[config.mk]
export PLATFORM = sky130hd
export DESIGN_NAME = dual_cmp_timer
export DESIGN_NICKNAME = d
export VERILOG_FILES = /design/src/rtl/dct_pkg.sv /design/src/rtl/dct_ctrl.sv /design/src/rtl/dct_channel.sv /design/src/rtl/dct_datapath.sv /design/src/rtl/dual_cmp_timer.sv
export SDC_FILE = /design/constraint.sdc
export NUM_CORES = 1
export LEC_CHECK = 0
export BUFFER_PORTS_ARGS = -buffer_cell sky130_fd_sc_hd__buf_2
export CAP_MARGIN = 40
export CORE_AREA = 2 2 243 341
export DETAILED_ROUTE_END_ITERATION = 12
export DIE_AREA = 0 0 245 343
export PLACE_DENSITY_LB_ADDON = 0.25
export SYNTH_ARGS = -nofsm -noshare
export SYNTH_HDL_FRONTEND = slang
export SYNTH_SLANG_ARGS = --single-unit
[constraint.sdc]
create_clock -name clk -period 7.04 [get_ports clk]
set_clock_uncertainty 0.2 [all_clocks]
set_input_delay 1.408 -clock clk [delete_from_list [all_inputs] [get_ports clk]]
set_output_delay 1.408 -clock clk [all_outputs]
set_load 0.03 [all_outputs]
[src/rtl/dct_pkg.sv]
package dct_pkg;
  localparam int NUM_CH = 2;

  localparam logic [3:0] SEL_FREQ  = 4'd0;
  localparam logic [3:0] SEL_KCTL  = 4'd1;
  localparam logic [3:0] SEL_PCNT  = 4'd2;
  localparam logic [3:0] SEL_VCNT  = 4'd3;
  localparam logic [3:0] SEL_PCTL  = 4'd4;
  localparam logic [3:0] SEL_PCMP  = 4'd5;
  localparam logic [3:0] SEL_PDOWN = 4'd6;
  localparam logic [3:0] SEL_VCTL  = 4'd7;
  localparam logic [3:0] SEL_VCMP  = 4'd8;
  localparam logic [3:0] SEL_VDOWN = 4'd9;

  // strobes from the access control to the datapath
  typedef struct packed {
    logic              fault;
    logic              rdAcc;
    logic              wrFreq;
    logic              wrKctl;
    logic [NUM_CH-1:0] wrCtl;
    logic [NUM_CH-1:0] wrCmp;
    logic [NUM_CH-1:0] wrDown;
    logic [3:0]        sel;
  } strobe_t;
endpackage

[src/rtl/dct_ctrl.sv]
module dct_ctrl
  import dct_pkg::*;
(
  input  logic [3:0] regSel,
  input  logic       rdEn,
  input  logic       wrEn,
  input  logic [1:0] privLvl,
  input  logic [9:0] kctlLow,
  output strobe_t    strb
);
  logic access;
  logic user;
  logic allowed;

  assign access = rdEn | wrEn;
  assign user   = (privLvl == 2'd0);

  always_comb begin
    unique case (regSel)
      SEL_FREQ:                       allowed = !user || (!wrEn && (kctlLow[0] || kctlLow[1]));
      SEL_KCTL:                       allowed = !user;
      SEL_PCNT:                       allowed = !user || kctlLow[0];
      SEL_VCNT:                       allowed = !user || kctlLow[1];
      SEL_PCTL, SEL_PCMP, SEL_PDOWN:  allowed = !user || kctlLow[9];
      SEL_VCTL, SEL_VCMP, SEL_VDOWN:  allowed = !user || kctlLow[8];
      default:                        allowed = 1'b1;
    endcase
  end

  always_comb begin
    logic wrOk;
    wrOk         = wrEn && allowed;
    strb         = '0;
    strb.sel     = regSel;
    strb.fault   = access && !allowed;
    strb.rdAcc   = rdEn && allowed;
    strb.wrFreq  = wrOk && (regSel == SEL_FREQ);
    strb.wrKctl  = wrOk && (regSel == SEL_KCTL);
    strb.wrCtl   = {wrOk && (regSel == SEL_VCTL),  wrOk && (regSel == SEL_PCTL)};
    strb.wrCmp   = {wrOk && (regSel == SEL_VCMP),  wrOk && (regSel == SEL_PCMP)};
    strb.wrDown  = {wrOk && (regSel == SEL_VDOWN), wrOk && (regSel == SEL_PDOWN)};
  end
endmodule

[src/rtl/dct_channel.sv]
module dct_channel #(
  parameter int CNT_W  = 64,
  parameter int DOWN_W = 32
) (
  input  logic              clk,
  input  logic              rst,
  input  logic [CNT_W-1:0]  cnt,
  input  logic [CNT_W-1:0]  wrData,
  input  logic              wrCtl,
  input  logic              wrCmp,
  input  logic              wrDown,
  output logic              enable,
  output logic              mask,
  output logic              status,
  output logic              irq,
  output logic [CNT_W-1:0]  cmpVal,
  output logic [DOWN_W-1:0] downView
);
  logic [CNT_W-1:0] relTarget;
  logic [CNT_W-1:0] diff;

  // sign-extended relative write, added to the present count
  assign relTarget = cnt + CNT_W'($signed(wrData[DOWN_W-1:0]));

  always_ff @(posedge clk) begin
    if (rst) begin
      enable <= 1'b0;
      mask   <= 1'b0;
      cmpVal <= '0;
    end else begin
      if (wrCtl) begin
        enable <= wrData[0];
        mask   <= wrData[1];
      end
      if (wrDown)     cmpVal <= relTarget;
      else if (wrCmp) cmpVal <= wrData;
    end
  end

  assign status   = enable && (cnt >= cmpVal);
  assign irq      = status && !mask;
  assign diff     = cmpVal - cnt;
  assign downView = diff[DOWN_W-1:0];
endmodule

[src/rtl/dct_datapath.sv]
module dct_datapath
  import dct_pkg::*;
#(
  parameter int PRESCALE = 4,
  parameter int CNT_W    = 64,
  parameter int DOWN_W   = 32,
  parameter int KCTL_W   = 32
) (
  input  logic                          clk,
  input  logic                          rst,
  input  strobe_t                       strb,
  input  logic [CNT_W-1:0]              wrData,
  output logic [CNT_W-1:0]              rdData,
  output logic                          accFault,
  output logic [9:0]                    kctlLow,
  output logic [CNT_W-1:0]              cntNow,
  output logic [NUM_CH-1:0]             chanEn,
  output logic [NUM_CH-1:0]             chanMask,
  output logic [NUM_CH-1:0]             chanIrq,
  output logic [NUM_CH-1:0][CNT_W-1:0]  cmpVals
);
  localparam int PS_W = (PRESCALE > 1) ? $clog2(PRESCALE) : 1;
  localparam logic [CNT_W-1:0] FREQ_RST = CNT_W'(1000000000 / PRESCALE);

  logic [CNT_W-1:0]              freqReg;
  logic [KCTL_W-1:0]             kctlReg;
  logic                          tick;
  logic [NUM_CH-1:0]             chanStat;
  logic [NUM_CH-1:0][DOWN_W-1:0] downViews;
  logic [CNT_W-1:0]              muxVal;

  generate
    if (PRESCALE > 1) begin : g_presc
      logic [PS_W-1:0] prescCnt;
      always_ff @(posedge clk) begin
        if (rst)                                  prescCnt <= '0;
        else if (prescCnt == PS_W'(PRESCALE - 1)) prescCnt <= '0;
        else                                      prescCnt <= prescCnt + 1'b1;
      end
      assign tick = (prescCnt == PS_W'(PRESCALE - 1));
    end else begin : g_nopresc
      assign tick = 1'b1;
    end
  endgenerate

  always_ff @(posedge clk) begin
    if (rst)       cntNow <= '0;
    else if (tick) cntNow <= cntNow + 1'b1;
  end

  always_ff @(posedge clk) begin
    if (rst) begin
      freqReg <= FREQ_RST;
      kctlReg <= '0;
    end else begin
      if (strb.wrFreq) freqReg <= wrData;
      if (strb.wrKctl) kctlReg <= wrData[KCTL_W-1:0];
    end
  end

  assign kctlLow = kctlReg[9:0];

  for (genvar ch = 0; ch < NUM_CH; ch++) begin : g_ch
    dct_channel #(.CNT_W(CNT_W), .DOWN_W(DOWN_W)) u_chan (
      .clk      (clk),
      .rst      (rst),
      .cnt      (cntNow),
      .wrData   (wrData),
      .wrCtl    (strb.wrCtl[ch]),
      .wrCmp    (strb.wrCmp[ch]),
      .wrDown   (strb.wrDown[ch]),
      .enable   (chanEn[ch]),
      .mask     (chanMask[ch]),
      .status   (chanStat[ch]),
      .irq      (chanIrq[ch]),
      .cmpVal   (cmpVals[ch]),
      .downView (downViews[ch])
    );
  end

  always_comb begin
    unique case (strb.sel)
      SEL_FREQ:  muxVal = freqReg;
      SEL_KCTL:  muxVal = CNT_W'(kctlReg);
      SEL_PCNT,
      SEL_VCNT:  muxVal = cntNow;
      SEL_PCTL:  muxVal = CNT_W'({chanStat[0], chanMask[0], chanEn[0]});
      SEL_PCMP:  muxVal = cmpVals[0];
      SEL_PDOWN: muxVal = CNT_W'(downViews[0]);
      SEL_VCTL:  muxVal = CNT_W'({chanStat[1], chanMask[1], chanEn[1]});
      SEL_VCMP:  muxVal = cmpVals[1];
      SEL_VDOWN: muxVal = CNT_W'(downViews[1]);
      default:   muxVal = '0;
    endcase
  end

  always_ff @(posedge clk) begin
    if (rst) begin
      rdData   <= '0;
      accFault <= 1'b0;
    end else begin
      accFault <= strb.fault;
      if (strb.fault)      rdData <= '0;
      else if (strb.rdAcc) rdData <= muxVal;
    end
  end
endmodule

[src/rtl/dual_cmp_timer.sv]
module dual_cmp_timer
  import dct_pkg::*;
#(
  parameter int PRESCALE = 4,
  parameter int CNT_W    = 64,
  parameter int DOWN_W   = 32,
  parameter int KCTL_W   = 32
) (
  input  logic             clk,
  input  logic             rst,
  input  logic [3:0]       regSel,
  input  logic             rdEn,
  input  logic             wrEn,
  input  logic [CNT_W-1:0] wrData,
  input  logic [1:0]       privLvl,
  output logic [CNT_W-1:0] rdData,
  output logic             accFault,
  output logic             irqPhys,
  output logic             irqVirt
);
  strobe_t                      strb;
  logic [9:0]                   kctlLow;
  logic [CNT_W-1:0]             cntNow;
  logic [NUM_CH-1:0]            chanEn;
  logic [NUM_CH-1:0]            chanMask;
  logic [NUM_CH-1:0]            chanIrq;
  logic [NUM_CH-1:0][CNT_W-1:0] cmpVals;

  dct_ctrl u_ctrl (
    .regSel  (regSel),
    .rdEn    (rdEn),
    .wrEn    (wrEn),
    .privLvl (privLvl),
    .kctlLow (kctlLow),
    .strb    (strb)
  );

  dct_datapath #(
    .PRESCALE (PRESCALE),
    .CNT_W    (CNT_W),
    .DOWN_W   (DOWN_W),
    .KCTL_W   (KCTL_W)
  ) u_dp (
    .clk      (clk),
    .rst      (rst),
    .strb     (strb),
    .wrData   (wrData),
    .rdData   (rdData),
    .accFault (accFault),
    .kctlLow  (kctlLow),
    .cntNow   (cntNow),
    .chanEn   (chanEn),
    .chanMask (chanMask),
    .chanIrq  (chanIrq),
    .cmpVals  (cmpVals)
  );

  assign irqPhys = chanIrq[0];
  assign irqVirt = chanIrq[1];
endmodule

* Yosys cells after proc, flatten, opt, wreduce, memory -nomap -nowiden
Index checks and enable logic that the tools add are counted.
Word-level totals: register bits after elaboration 359, input bits 74, output and inout port bits 67, logic and storage cells 72
Cells by class: $add $sub $neg 5, order comparisons 2, equal/unequal tests 10, mux-type cells 6, bitwise operators 1, reductions and logical operators 36
Operators by type and width (count):
- 64-bit case mux with 9 select lines | 1
- 64-bit 2-to-1 mux | 4
- 64-bit >= comparator | 2
- 64-bit by 1-bit adder with 64-bit output (second input constant) | 1
- 64-bit adder | 1
- 32-bit subtractor | 2
- 4-bit by 3-bit equality test with 1-bit output (second input constant) | 4
- 1-bit logical AND | 16
- 4-bit by 2-bit equality test with 1-bit output (second input constant) | 2
- 4-bit equality test (second input constant) | 2
- 1-bit logical OR | 6
- 1-bit case mux with 6 select lines | 1
- 2-bit OR reduction | 3
- 3-bit OR reduction | 2
- 1-bit logical NOT | 5
- 4-bit by 1-bit equality test with 1-bit output (second input constant) | 1
- 4-bit logical NOT | 1
- 2-bit nonzero test | 2
- 2-bit by 1-bit adder with 2-bit output (second input constant) | 1
- 2-bit equality test (second input constant) | 1
- 2-bit logical NOT | 1
- 1-bit bitwise OR | 1

* Longest topological paths before layout
Gate-level depths: netlist of run 1.
depth after elaboration 8, depth in mapped cells 18, mapped depth without buffers 16

* Modules after synthesis
Synthesis of run 1 repeated with hierarchy kept, for this count alone.
Unflattened totals: cells, all modules 3895, area, all modules 30698.2 sq um
By module, submodules not included:
- dct_channel | times used 2, cells an instance 1339, area an instance 9932.0 sq um, sequential area each 1321.3 sq um
- dct_datapath | times used 1, cells an instance 1179, area an instance 10591.4 sq um, sequential area each 4544.4 sq um
- dct_ctrl | times used 1, cells an instance 38, area an instance 242.7 sq um, sequential area each 0.0 sq um

* Worst setup path before layout of run 1
OpenSTA, ideal clock, no wires.
kind input-to-reg, start in regSel[2], end reg u_dp.rdData[30], setup time 0.127 ns, data arrival time 5.060 ns, data required time 6.713 ns, path slack 1.653 ns, stages 17, cell sequence buf_2 > nand2b_1 > nor2_1 > clkbuf_1 > clkbuf_1 > o21ai_0 > fa_1 > a211oi_1 > o21ai_0 > o21ai_0 > a21bo_2 > a31oi_1 > o21ai_0 > o211ai_1 > a31oi_1 > xor2_1 > o21ai_0
Between the ends: word-level cells in the longest chain between the ends 6, elaborated cells on any way between the ends 19, classes of those cells eq/ne (9); mux (2); reduce/logical (8)
Ends and longest elaborated chain:
- start: declaration | RTL line dual_cmp_timer.sv:11 | input logic [3:0] regSel,
- 4-bit equality test / 4-bit by 3-bit equality test with 1-bit output (equally long branches) | RTL line dct_ctrl.sv:19, dct_datapath.sv:82
- 3-bit OR reduction | RTL line dct_ctrl.sv:19 | unique case (regSel)
- 1-bit case mux with 6 select lines | RTL line dct_ctrl.sv:19
- 1-bit logical NOT | RTL line dct_ctrl.sv:35 | strb.fault = access && !allowed;
- 1-bit logical AND | RTL line dct_ctrl.sv:35
- 2-bit OR reduction (no source line)
- end signal: assignment | RTL line dct_datapath.sv:104 | else if (strb.rdAcc) rdData <= muxVal;
- end: declaration | RTL line dct_datapath.sv:13 | output logic [CNT_W-1:0] rdData,
Several ways; a longest one is shown, not always the timed one. A chain may end at the register's enable or synchronous reset.

* Final worst setup path of run 1
start reg u_dp.cntNow[0], end out irqPhys
Between the ends: word-level cells in the longest chain between the ends 3
Ends and longest elaborated chain:
- start: declaration | RTL line dct_datapath.sv:16 | output logic [CNT_W-1:0] cntNow,
- start signal: assignment | RTL line dct_datapath.sv:48 | else if (tick) cntNow <= cntNow + 1'b1;
- 64-bit >= comparator | RTL line dct_channel.sv:40 | assign status = enable && (cnt >= cmpVal);
- 1-bit logical AND | RTL line dct_channel.sv:40
- 1-bit logical AND | RTL line dct_channel.sv:41 | assign irq = status && !mask;
- end: declaration | RTL line dual_cmp_timer.sv:18 | output logic irqPhys,
No other way between the ends.

==> results of run 1 <==
per-stage QoR:
stage / hold slack, ns / setup WS (ns) / power (mW)
detailed placement: 0.217 / 0.612 / 2.93
CTS: 0.226 / 0.963 / 5.26
global placement: 0.214 / 0.629 / 2.92
floorplan: 0.204 / 1.65 / 2.64
global route: 0.233 / 0.874 / 5.41
finish: 0.227 / 0.960 / 5.22
layout by cell type, fill, tap and decap left out, types with 46 or more instances in the layout:
master      n
a221oi_1   46
nand3_1    59
o21ai_0   158
a21o_1     84
xnor2_1    76
nor2_1    249
dfxtp_1   359
a22oi_1   112
inv_1     181
a311oi_1   57
ha_1      224
a21oi_1   270
xor2_1     61
a211oi_1   57
nor3_1     46
nand2_1   446
buf_2     139
cell type report:
cell class / instances / area share [%]
well taps: 1071 / 4.88
flip-flops and latches: 359 / 26.2
clock buffers: 63 / 4.75
multi-input cells: 2383 / 56.9
repair buffers: 186 / 4.23
clock inverters: 11 / 0.524
inverters: 182 / 2.49
diodes: 3 / 0.0273
power groups by stage:
| stage | Sequential (mW) | Combinational (mW) | Clock, mW |
|---|---|---|---|
| 6_report | 2.13 | 0.762 | 2.33 |
| 5_1_grt | 2.13 | 0.830 | 2.45 |
| 4_1_cts | 2.13 | 0.759 | 2.38 |
| 3_5_place_dp | 2.17 | 0.755 | 0 |
| 3_3_place_gp | 2.17 | 0.750 | 0 |
| 2_1_floorplan | 2.19 | 0.452 | 0 |
critical path: cells and delay by family (launching register included):
family	cells	cell delay (ns)
buf+inv	2	0.32
flops	1	0.51
fa+ha+maj	1	0.30
simple gates	4	1.00
compound gates	4	1.75
sequential cells by signal, indices dropped and copies added, names as in the netlist:
name,count
u_dp.g_ch.u_chan.cmpVal,128
u_dp.cntNow,64
u_dp.freqReg,64
u_dp.rdData,64
u_dp.kctlReg,32
u_dp.g_ch.u_chan.enable,2
u_dp.g_ch.u_chan.mask,2
u_dp.g_presc.prescCnt,2
u_dp.accFault,1
synth_stat cells (3+ instances only):
master,n
a221o_1,5
o21a_1,21
a22oi_1,112
dfxtp_1,359
xor2_1,61
a221oi_1,46
nor2_1,252
buf_2,29
and2_1,8
a21o_1,84
ha_1,224
a211o_1,7
inv_1,181
a211oi_1,57
nand2_1,449
clkbuf_1,146
nor3_1,48
o31ai_1,10
nor4_1,3
mux2_2,3
o2111ai_1,7
a221oi_2,3
a2111oi_0,14
xnor2_1,76
nand2b_1,13
nand3_1,59
and3_1,30
o22ai_1,15
nand4_1,45
a222oi_1,23
or4_1,8
buf_1,12
a311oi_1,57
a22o_1,7
nor3b_1,8
o21ai_0,158
o21bai_1,17
a31oi_1,27
and4_1,11
or2_2,5
nor2b_1,11
mux2i_1,36
or3_1,16
o211ai_1,25
a21oi_1,270
worst paths after layout:
check                      startpoint                        to  slack (ns)  cells after the start
max reg2reg            u_dp.cntNow[0]            u_dp.rdData[2]        2.55                     12
max                    u_dp.cntNow[0]                   irqPhys        0.96                     11
min          u_dp.g_presc.prescCnt[0]  u_dp.g_presc.prescCnt[0]        0.23                      1
min reg2reg  u_dp.g_presc.prescCnt[0]  u_dp.g_presc.prescCnt[0]        0.23                      1
per-layer routing:
metal	vias up	share of wire (%)
li1	11423	-
met4	6	4.2
met2	732	49
met5	-	0.041
met1	11379	41
met3	180	5.3
cell families (layout without fill, tap and decap cells):
family	after synthesis	count (layout)	synth area share, %
AO/OA/AOI/OAI	996	996	27.7
AND/OR/NAND/NOR	985	985	18.2
buffers and inverters	372	442	5.96
flip-flops	359	359	29.7
adder cells (fa/ha/maj)	226	226	11.8
XOR/XNOR	137	137	4.96
multiplexers	39	39	1.63
other	0	3	0
==> qor.yml, run 1 <==
clk_pin_slew_ns: 0.06
fin_crit_sh_pct: 86.4
initial_core_util_pct: 29.8
register_area_um2: 7190
max_stage_delay_ns: 0.75
globalRouteMet3Util_pct: 2.75
synthTopCellsByArea: "dfxtp_1, ha_1, nand2_1"
busiest_layer: "met2"
grt-ovfl-total: 0
crit_slowest_cell: "o311ai_0"
maxCapViolCount: 0
synth_cells: 3114
syn_nets: 3414
yosysTopAreaCell: "dfxtp_1"
critPathRequiredTime_ns: 5.43
crit_arrival_ns: 4.47
power_frac_seq_pct: 40.7
power_leakage_nw: 10.8
drv_slew: 0
first_iter_violations: 1955
netlist.area_leader.share_pct: 29.7
final_util_pct: 33.8
cts_buffers: 42
p_sw_share_pct: 28.7
ys_warn_count: 0
synthArstFlopShare_pct: 0
hold_viol_final: 0
switching_power_mw: 1.50
status: "complete, no violations"
drtAntennaViolNets: 0
max-vdd-ir-drop_v: 0.000160
dieWidth_um: 245
placed_cell_area_um2: 26000
syn2layout_area_growth_pct: 13.6
max-slew-margin-rel_pct: 38.5
final_cell_area_um2: 27500
clkSinkCount: 359
fmax_ghz: 0.164
drc_errors: 0
grt_pass1_vias: 23076
multiInputGateArea_um2: 15600
placed_cells: 4181
fp.coreArea_um2: 81100
rsz0062_at_grt: "no"
synth_edf_count: 0
final_layout_size_suffix_gt1_share_pct: 9.52
share_comb_of_total_power_pct: 14.6
postCtsSetupBuffers: 0
ys_seq_area_share_pct: 29.7
grt_util_met1_pct: 27.2
yosysUniqueCellTypes: 86
nNetsFinal: 3454
path_max_fanout: 7
grtUsageTotal_pct: 22.2
htreeDepth: 2
met2_usage_pct: 39.3
cts_repair_resize_count: 0
row_count: 124
intPower_mw: 3.72
cts_max_path_buffers: 3
insertion_delay_ns: 0.59
nFillCells: 8618
worst_pin_slew_ns: 0.919
tns_ns: 0
netlist_area_um2: 24200
endpoint_kind: "output pin"
hp-class: "register to register"
firstDrtPassIters: 9
cts_hold_buf: 0
path_class: "register to output pin"
grt_pass1_wl_um: 144000
synthFlopType: "dfxtp_1"
period_minus_slack_ns: 6.08
ios: 141
gp_congestion: 0.903
port_buffers: 140
pwr-share-clk_pct: 44.7
vias_per_cell: 5.57
p_per_area_nw_per_um2: 190
dp_hpwl_um: 70300
dieArea_um2: 84000
die_h_um: 343
fin_cells: 4258
crit_chain: "inv_2 -> ha_1 -> nand2b_1 -> nand3_1 -> a21oi_1 -> o311ai_0 -> nand4b_1 -> a41oi_1 -> o21ai_0 -> and3b_1 -> buf_2"
antenna_found_initial: 7
ys_ff_latch: 359
finalSetupViolCount: 0
cts_tree: "done"
wl_per_cell_um: 22.3
grt_max_degree: 152
crit_path_start_kind: "register"
cts-root-buf: "clkbuf_16"
vias: 23720
drt_wl_total_um: 95100
avgSynthCellArea_um2: 7.77
No activity file was read; power rests on OpenSTA's default activity.
==> run 2, diff against run 1 <==
Settings changed: CTS_BUF_LIST from default to sky130_fd_sc_hd__clkbuf_8.
==> qor.yml, run 2 (synthesized netlist as in run 1, its figures left out) <==
p_per_area_nw_per_um2: 185  # -2.4%
top_register: "u_dp.g_ch.u_chan.cmpVal"
maxCapViolCount: 0  # unchanged
gp_congestion: 0.903  # unchanged
max-vdd-ir-drop_v: 0.000121  # -25%
largest_reg_flops: 128  # unchanged
max_stage_delay_ns: 0.73  # -0.02 ns
ios: 141  # unchanged
final_layout_size_suffix_gt1_share_pct: 10.6  # +1.1 points
cts_hold_buf: 0  # unchanged
cts_tree: "done"
worst_pin_slew_ns: 0.882  # -0.0367 ns
drt_wl_total_um: 95500  # +0.36%
crit_arrival_ns: 4.50  # +0.03 ns
hp-class: "register to register"
grtUsageTotal_pct: 22.4  # +0.12 points
path_class: "register to output pin"
postCtsSetupBuffers: 0  # unchanged
drv_slew: 0  # unchanged
status: "complete, no violations"
firstDrtPassIters: 7  # -2
max-slew-margin-rel_pct: 39.7  # +1.1 points
endpoint_kind: "output pin"
fmax_ghz: 0.164  # -0.53%
dp_hpwl_um: 70300  # unchanged
cts_max_path_buffers: 3  # unchanged
grt-ovfl-total: 0  # unchanged
cts_repair_resize_count: 0  # unchanged
tns_ns: 0  # unchanged
crit_chain: "inv_2 -> ha_1 -> nand2b_1 -> nand3_1 -> a21oi_1 -> o311ai_0 -> nand4b_1 -> a41oi_1 -> o21ai_0 -> and3b_1 -> buf_2"
finalSetupViolCount: 0  # unchanged
syn2layout_area_growth_pct: 13.4
vias_per_cell: 5.56  # -0.13%
crit_slowest_cell: "o311ai_0"
path_max_fanout: 7  # unchanged
fin_crit_sh_pct: 86.8  # +0.46 points
grt_pass1_wl_um: 145000  # +0.29%
row_count: 124  # unchanged
dieWidth_um: 245  # unchanged
power_leakage_nw: 10.9  # +0.69%
htreeDepth: 3  # +1
layout_commonest_cell: "nand2_1"
vias: 23935  # +0.91%
die_h_um: 343  # unchanged
grt_pass1_vias: 23340  # +1.1%
insertion_delay_ns: 0.67  # +0.08 ns
hold_viol_final: 0  # unchanged
period_minus_slack_ns: 6.11  # +0.0321 ns
power_mw: 5.09  # -2.5%
nFillCells: 8659  # +0.48%
clkSinkCount: 359  # unchanged
clk_pin_slew_ns: 0.06  # about the same
cts-root-buf: "clkbuf_8"
initial_core_util_pct: 29.8  # unchanged
port_buffers: 140  # unchanged
nNetsFinal: 3479  # +0.72%
grt_max_degree: 152  # unchanged
antenna_found_initial: 8  # +1
rsz0062_at_grt: "no"
wl_per_cell_um: 22.2  # -0.66%
crit_path_start_kind: "register"
dieArea_um2: 84000  # unchanged
fp.coreArea_um2: 81100  # unchanged
cts_buffers: 67  # +60%
drc_errors: 0  # unchanged
mostFrequentLayoutCells: "nand2_1, dfxtp_1, a21oi_1"
drtAntennaViolNets: 0  # unchanged
first_iter_violations: 1907  # -2.5%
critPathRequiredTime_ns: 5.43  # about the same
-- run 2: stage by stage --
step	setup WS (ns)	hold slack, ns	utilization, %	instance area [um2]	instances
finish	0.928	0.226	33.8	27400	4302
floorplan	1.65	0.204	-	24200	3114
detailed placement	0.612	0.217	32.1	26000	4181
global route	0.827	0.233	33.8	27400	4301
global placement	0.629	0.214	31.9	25900	4177
CTS	0.884	0.226	33.8	27400	4298
-- run 2: routing by layer --
metal	part of all wire (%)	wire length, um	GRT usage [%]
met2	49	47200	39.4
met3	5.1	4880	3.00
met4	4.2	3980	9.62
met5	0.042	40	0
met1	41	39400	27.1
-- run 2: cell type report --
cell class	instances	area, um2	area share (%)
well taps	1071	1340	4.89
inverters	182	683	2.49
diodes	4	10.0	0.0365
clock buffers	86	1180	4.32
clock inverters	31	223	0.812
multi-input cells	2383	15600	57.0
flip-flops and latches	359	7190	26.2
repair buffers	186	1160	4.23
-- run 2: critical path: cells and delay by family (launching register included) --
family	cells	cell delay [ns]
AOI/OAI and AO/OA	4	1.74
and+or+nand+nor	4	0.98
DFF	1	0.51
buffers and inverters	2	0.31
adders and majority gates	1	0.30
-- run 2: path summary, 6_finish.rpt --
path / from / end / slack [ns] / depth (start not counted)
max: u_dp.cntNow[0] / irqPhys / 0.93 / 11
min: u_dp.g_presc.prescCnt[0] / u_dp.g_presc.prescCnt[0] / 0.23 / 1
max reg2reg: u_dp.cntNow[0] / u_dp.rdData[2] / 2.56 / 12
min reg2reg: u_dp.g_presc.prescCnt[0] / u_dp.g_presc.prescCnt[0] / 0.23 / 1
-- run 2: power by group --
| group | internal (mW) | switching [mW] |
|---|---|---|
| Combinational | 0.249 | 0.512 |
| Sequential | 2.08 | 0.0430 |
| Clock | 1.21 | 0.991 |
| Total | 3.54 | 1.55 |
